[config.mk]
export PLATFORM = sky130hd
export DESIGN_NAME = mmwd_top
export DESIGN_NICKNAME = d
export VERILOG_FILES = /design/src/rtl/mmwd_pkg.sv /design/src/rtl/mmwd_mode_dec.sv /design/src/rtl/mmwd_period_lut.sv /design/src/rtl/mmwd_timer.sv /design/src/rtl/mmwd_top.sv
export SDC_FILE = /design/constraint.sdc
export NUM_CORES = 1
export LEC_CHECK = 0
export CORE_MARGIN = 8
export CORE_UTILIZATION = 65
export CTS_BUF_LIST = sky130_fd_sc_hd__clkbuf_8
export CTS_CLUSTER_DIAMETER = 30
export DETAILED_ROUTE_END_ITERATION = 12
export DONT_BUFFER_PORTS = 1
export PLACE_DENSITY = 0.79
export SYNTH_ARGS = -nofsm -noshare
export SYNTH_HDL_FRONTEND = slang
export SYNTH_SLANG_ARGS = --single-unit
[constraint.sdc]
create_clock -name clk -period 7 [get_ports clk]
set_clock_uncertainty 0.15 [all_clocks]
set_input_delay 0.7 -clock clk [delete_from_list [all_inputs] [get_ports clk]]
set_output_delay 0.7 -clock clk [all_outputs]
set_load 0.1 [all_outputs]
[src/rtl/mmwd_pkg.sv]
package mmwd_pkg;

   localparam int unsigned CODE_W  = 3;
   localparam int unsigned NCODES  = 1 << CODE_W;
   localparam int unsigned REF_CODE = 4;   // code selecting BASE_TICKS

   typedef enum logic [2:0] {
      SYS_OFF      = 3'd0,
      SYS_STANDBY  = 3'd1,
      SYS_NORMAL   = 3'd2,
      SYS_SLEEP    = 3'd3,
      SYS_OVERTEMP = 3'd4
   } sys_mode_e;

   typedef enum logic [1:0] {
      WD_OFF     = 2'd0,
      WD_TIMEOUT = 2'd1,
      WD_WINDOW  = 2'd2
   } wd_mode_e;

   localparam logic CAUSE_OVERFLOW = 1'b0;
   localparam logic CAUSE_EARLY    = 1'b1;

endpackage

[src/rtl/mmwd_mode_dec.sv]
module mmwd_mode_dec
   import mmwd_pkg::*;
(
   input  logic [2:0] sys_mode,
   input  logic       wmode,
   output wd_mode_e   mode
);
   always_comb begin
      unique case (sys_mode)
         SYS_NORMAL:  mode = wmode ? WD_TIMEOUT : WD_WINDOW;
         SYS_STANDBY: mode = wmode ? WD_OFF : WD_TIMEOUT;
         default:     mode = WD_OFF;
      endcase
   end
endmodule

[src/rtl/mmwd_period_lut.sv]
module mmwd_period_lut
   import mmwd_pkg::*;
#(
   parameter int unsigned BASE_TICKS = 16,
   parameter int unsigned CNT_W      = 8
) (
   input  logic [CODE_W-1:0] code,
   output logic [CNT_W-1:0]  period,
   output logic [CNT_W-1:0]  half
);
   logic [CNT_W-1:0] lut [NCODES];

   for (genvar c = 0; c < NCODES; c++) begin : g_code
      localparam int unsigned TICKS = (BASE_TICKS << c) >> REF_CODE;
      assign lut[c] = CNT_W'(TICKS);
   end

   assign period = lut[code];
   assign half   = period >> 1;
endmodule

[src/rtl/mmwd_timer.sv]
module mmwd_timer
   import mmwd_pkg::*;
#(
   parameter int unsigned CNT_W = 8
) (
   input  logic             clk,
   input  logic             rst_n,
   input  logic             tick,
   input  wd_mode_e         mode,
   input  logic             mode_chg,
   input  logic             wr_en,
   input  logic             cfg_chg,
   input  logic [CNT_W-1:0] period,
   input  logic [CNT_W-1:0] half,
   output logic [CNT_W-1:0] cnt,
   output logic             req,
   output logic             cause
);
   always_ff @(posedge clk or negedge rst_n) begin
      if (!rst_n) begin
         cnt   <= '0;
         req   <= 1'b0;
         cause <= CAUSE_OVERFLOW;
      end else begin
         req <= 1'b0;
         if (mode == WD_OFF || mode_chg) begin
            cnt <= '0;
         end else if (wr_en) begin
            cnt <= '0;
            if (!cfg_chg && mode == WD_WINDOW && cnt < half) begin
               req   <= 1'b1;
               cause <= CAUSE_EARLY;
            end
         end else if (tick) begin
            if (cnt >= period - CNT_W'(1)) begin
               cnt   <= '0;
               req   <= 1'b1;
               cause <= CAUSE_OVERFLOW;
            end else begin
               cnt <= cnt + CNT_W'(1);
            end
         end
      end
   end
endmodule

[src/rtl/mmwd_top.sv]
module mmwd_top
   import mmwd_pkg::*;
#(
   parameter int unsigned BASE_TICKS = 16
) (
   input  logic       clk,
   input  logic       rst_n,
   input  logic       tick,
   input  logic [2:0] sys_mode,
   input  logic       wr_en,
   input  logic [2:0] wr_period,
   input  logic       wr_wmode,
   output logic       rst_req,
   output logic       rst_cause
);
   localparam int unsigned MAX_TICKS = (BASE_TICKS << (NCODES - 1)) >> REF_CODE;
   localparam int unsigned CNT_W     = $clog2(MAX_TICKS + 1);

   if (BASE_TICKS < 16 || (BASE_TICKS & (BASE_TICKS - 1)) != 0) begin : g_bad_base
      $error("BASE_TICKS must be a power of two of at least 16");
   end

   logic [CODE_W-1:0] code_q;
   logic              wmc_q;
   wd_mode_e          mode, mode_q;
   logic              mode_chg, cfg_chg;
   logic [CNT_W-1:0]  period, half, cnt;

   always_ff @(posedge clk or negedge rst_n) begin
      if (!rst_n) begin
         code_q <= CODE_W'(REF_CODE);
         wmc_q  <= 1'b0;
         mode_q <= WD_OFF;
      end else begin
         mode_q <= mode;
         if (wr_en) begin
            code_q <= wr_period;
            wmc_q  <= wr_wmode;
         end
      end
   end

   assign mode_chg = (mode != mode_q);
   assign cfg_chg  = wr_en && ((wr_period != code_q) || (wr_wmode != wmc_q));

   mmwd_mode_dec u_mode (
      .sys_mode (sys_mode),
      .wmode    (wmc_q),
      .mode     (mode)
   );

   mmwd_period_lut #(.BASE_TICKS(BASE_TICKS), .CNT_W(CNT_W)) u_lut (
      .code   (code_q),
      .period (period),
      .half   (half)
   );

   mmwd_timer #(.CNT_W(CNT_W)) u_timer (
      .clk      (clk),
      .rst_n    (rst_n),
      .tick     (tick),
      .mode     (mode),
      .mode_chg (mode_chg),
      .wr_en    (wr_en),
      .cfg_chg  (cfg_chg),
      .period   (period),
      .half     (half),
      .cnt      (cnt),
      .req      (rst_req),
      .cause    (rst_cause)
   );
endmodule

==> out/qor.yml <==
io_buffers: 0
io_pins: 13
multi_input_area_sq_um: 790.8
grt-ovfl-total: 0
pwr-share-comb_pct: 13.8
post-route-util_pct: 73.90
ir_worst_vdd_uv: 112.5
die_y_microns: 59.52
clock_sinks: 16
required_ns: 7.02
finalSetupTns_ns: 0
dp_hpwl_microns: 1912
endpoint_kind: "flop"
place_ws_ns: 4.244
r2r_slack_ns: 4.21
crit_start: "code_q[2]$_DFFE_PN1P_"
synth_area_leaders: "dfrtp_1 (30%), ha_1 (15%), nand2_1 (6.1%)"
synth.largest_area_cell: "dfrtp_1"
drtAntennaViolNets: 0
crit_type: "flop to flop"
status: "finished clean"
cp_top_family: "simple AND/OR/NAND/NOR gates"
tritoncts: "yes"
yosysWarnings: 0
drtIter0Drc: 31
antenna_cells: 0
clockBufferDepth: 2
num_rows: 15
switchingPower_mw: 0.06209
htree_levels: 1
max_freq_mhz: 358.1
grt_start_max_net_pins: 17
p_int_mw: 0.1605
cts_resized: 0
syn_area_sq_um: 1231
worst_path_max_delay_cell: "dfstp_2"
timing.hold.ws_ns: 0.1365
setup_viol: 0
p_per_area_nw_per_um2: 170.7
cp_max_fo: 15
worst_pin_slew_ns: 0.9024
slew_violations: 0
place_area_sq_um: 1239
critPathLaunchType: "flop"
min_period_ns: 2.793
r2r_cells: 7
hp-class: "input port to async pin"
place.gp.congestion: 0.8330
design_area_sq_um: 1304
die_area_sq_um: 3543
dr_total_vias: 1094
grt.total_usage_pct: 16.95
r2r-end: "u_timer.cnt[7]$_DFFE_PN0P_"
grt_pass1_wl_microns: 4609
ys_top_cells_by_count: "nand2_1 (20), dfrtp_1 (15), ha_1 (15)"
critPathArrivalTime_ns: 2.81
antenna_found_initial: 0
regToRegStartpoint: "code_q[2]$_DFFE_PN1P_"
fin_ws_ns: 4.207
fin_cells: 170
path_cells: "o21ai_0 -> ha_1 -> or4_1 -> a21oi_1 -> o31a_2 -> or4b_1 -> a31oi_1"
dp.cells: 165
path_depth: 7
switching_share_pct: 27.90
yosysSeqAreaShare_pct: 32.62
routed_wl_microns: 2697
cp_num_buf_inv: 0
syn2layout_area_growth_pct: 5.894
insertion_delay_ns: 0.25
initial_core_util_pct: 69.79
via_per_inst: 6.435
path_clk_slew_ns: 0.06
leakage_nw: 0.5415
synth_edf_count: 0
ys_async_sr_fraction_pct: 100.0
min_period_over_period_pct: 39.90
finalHoldViolations: 0
cts-root-buf: "clkbuf_8"
wl_per_cell_microns: 15.86
p_seq_share_pct: 49.1
cap_violations: 0
postSynthCellCount: 146
drive_gt1_share_pct: 8.276
ys.flop_type: "dfrtp_1"
rsz0062_at_grt: "no"
seq_area_sq_um: 401.6
core_sq_um: 1764
crit_path_end: "u_timer.cnt[7]$_DFFE_PN0P_"
p_total_mw: 0.2226
clkPwrFrac_pct: 37.1
synth.top_cell.area_share_pct: 30.49
avgSynthCellArea_sq_um: 8.433
drc: 0
critPathMaxStageDelay_ns: 0.62
numCtsBuffers: 3
dr.pass1.iters: 4
first_global_vias: 982
fin_nets: 172
post-synth-top-count-cell: "nand2_1"
slew_headroom_pct: 39.84
fillers: 147
synth_cell_types: 36
die_w_microns: 59.52
synthesis.nets: 172
ys_seq_elements: 16
## cells by family (layout without fill, tap and decap cells)
kind of cell	Yosys count	after routing	share of synthesized area, %
AND/OR/NAND/NOR	70	70	29.78
AO/OA/AOI/OAI	28	28	14.13
flip-flops	16	16	32.62
adder cells (fa/ha/maj)	15	15	15.24
buffers and inverters	10	9	3.150
XOR/XNOR	3	3	2.135
multiplexers	3	3	2.642
other	1	1	0.3046
## placed cells by master (no fill, tap or decap)
cell type      netlist  layout
nand3b_1             3       3
nand2b_1             6       6
nor3_1               5       5
nand2_1             20      20
o21ai_0              5       5
mux2_2               2       2
nor2_1               8       8
nand3_1             12      12
dlygate4sd3_1        0       1
nor2b_1              2       2
a21o_1               1       1
mux2i_1              1       1
or4_1                1       1
nand4_1              2       2
a31oi_1              5       5
a311o_1              1       1
inv_1                4       4
or2_2                4       4
nor3b_1              1       1
nor4_1               1       1
ha_1                15      15
nand4b_1             1       1
or3_1                1       1
or4b_1               3       3
a21oi_1              8       8
a22oi_1              1       1
o22ai_1              2       2
dfrtp_1             15      15
o21bai_1             1       1
o31a_2               1       1
xnor2_1              3       3
dfstp_2              1       1
o21a_1               1       1
conb_1               1       1
clkbuf_8             0       4
a211oi_1             2       2
## worst min-delay path by stage
stage               start               endpoint  slack, ns  cells past startpoint
global placement    rst_n  code_q[1]$_DFFE_PN0P_       0.26                      0
CTS                 rst_n  code_q[2]$_DFFE_PN1P_       0.13                      0
detailed placement  rst_n  code_q[1]$_DFFE_PN0P_       0.26                      0
global route        rst_n  code_q[2]$_DFFE_PN1P_       0.12                      0
finish              rst_n  code_q[2]$_DFFE_PN1P_       0.14                      0
floorplan           rst_n  code_q[0]$_DFFE_PN0P_       0.25                      0
## state kept, by name (all words and copies together), names as in the netlist
register,count
u_timer.cnt,8
code_q,3
mode_q,2
u_timer.cause,1
u_timer.req,1
wmc_q,1
## layout make-up
type	count	share of cell area, %
repair buffers	1	0.7678
well taps	25	2.399
clock buffers	4	4.223
multi-input cells	120	60.65
flip-flops and latches	16	30.81
inverters	4	1.152
## power by group through the flow
| stage | registers (mW) | clock network (mW) | logic [mW] |
|---|---|---|---|
| 2_1_floorplan | 0.107 | 0 | 0.0283 |
| 3_3_place_gp | 0.111 | 0 | 0.0276 |
| 3_5_place_dp | 0.111 | 0 | 0.0282 |
| 4_1_cts | 0.109 | 0.0834 | 0.0309 |
| 5_1_grt | 0.110 | 0.0876 | 0.0353 |
| 6_report | 0.109 | 0.0826 | 0.0306 |
## layer usage
layer | wire length, microns | vias up | GRT usage [%]
li1 | - | 528 | -
met1 | 1197 | 520 | 21.44
met2 | 1270 | 38 | 25.73
met3 | 166 | 8 | 3.688
met4 | 62 | 0 | 9.524
met5 | 0 | - | 0
## what timing repair did
item,in CTS,in global routing
setup buffers,0,0
endpoints found under the hold margin,15,0
setup endpoints to repair,0,0
hold buffers,1,0
Note: power is estimated with default switching activity, not from simulation.
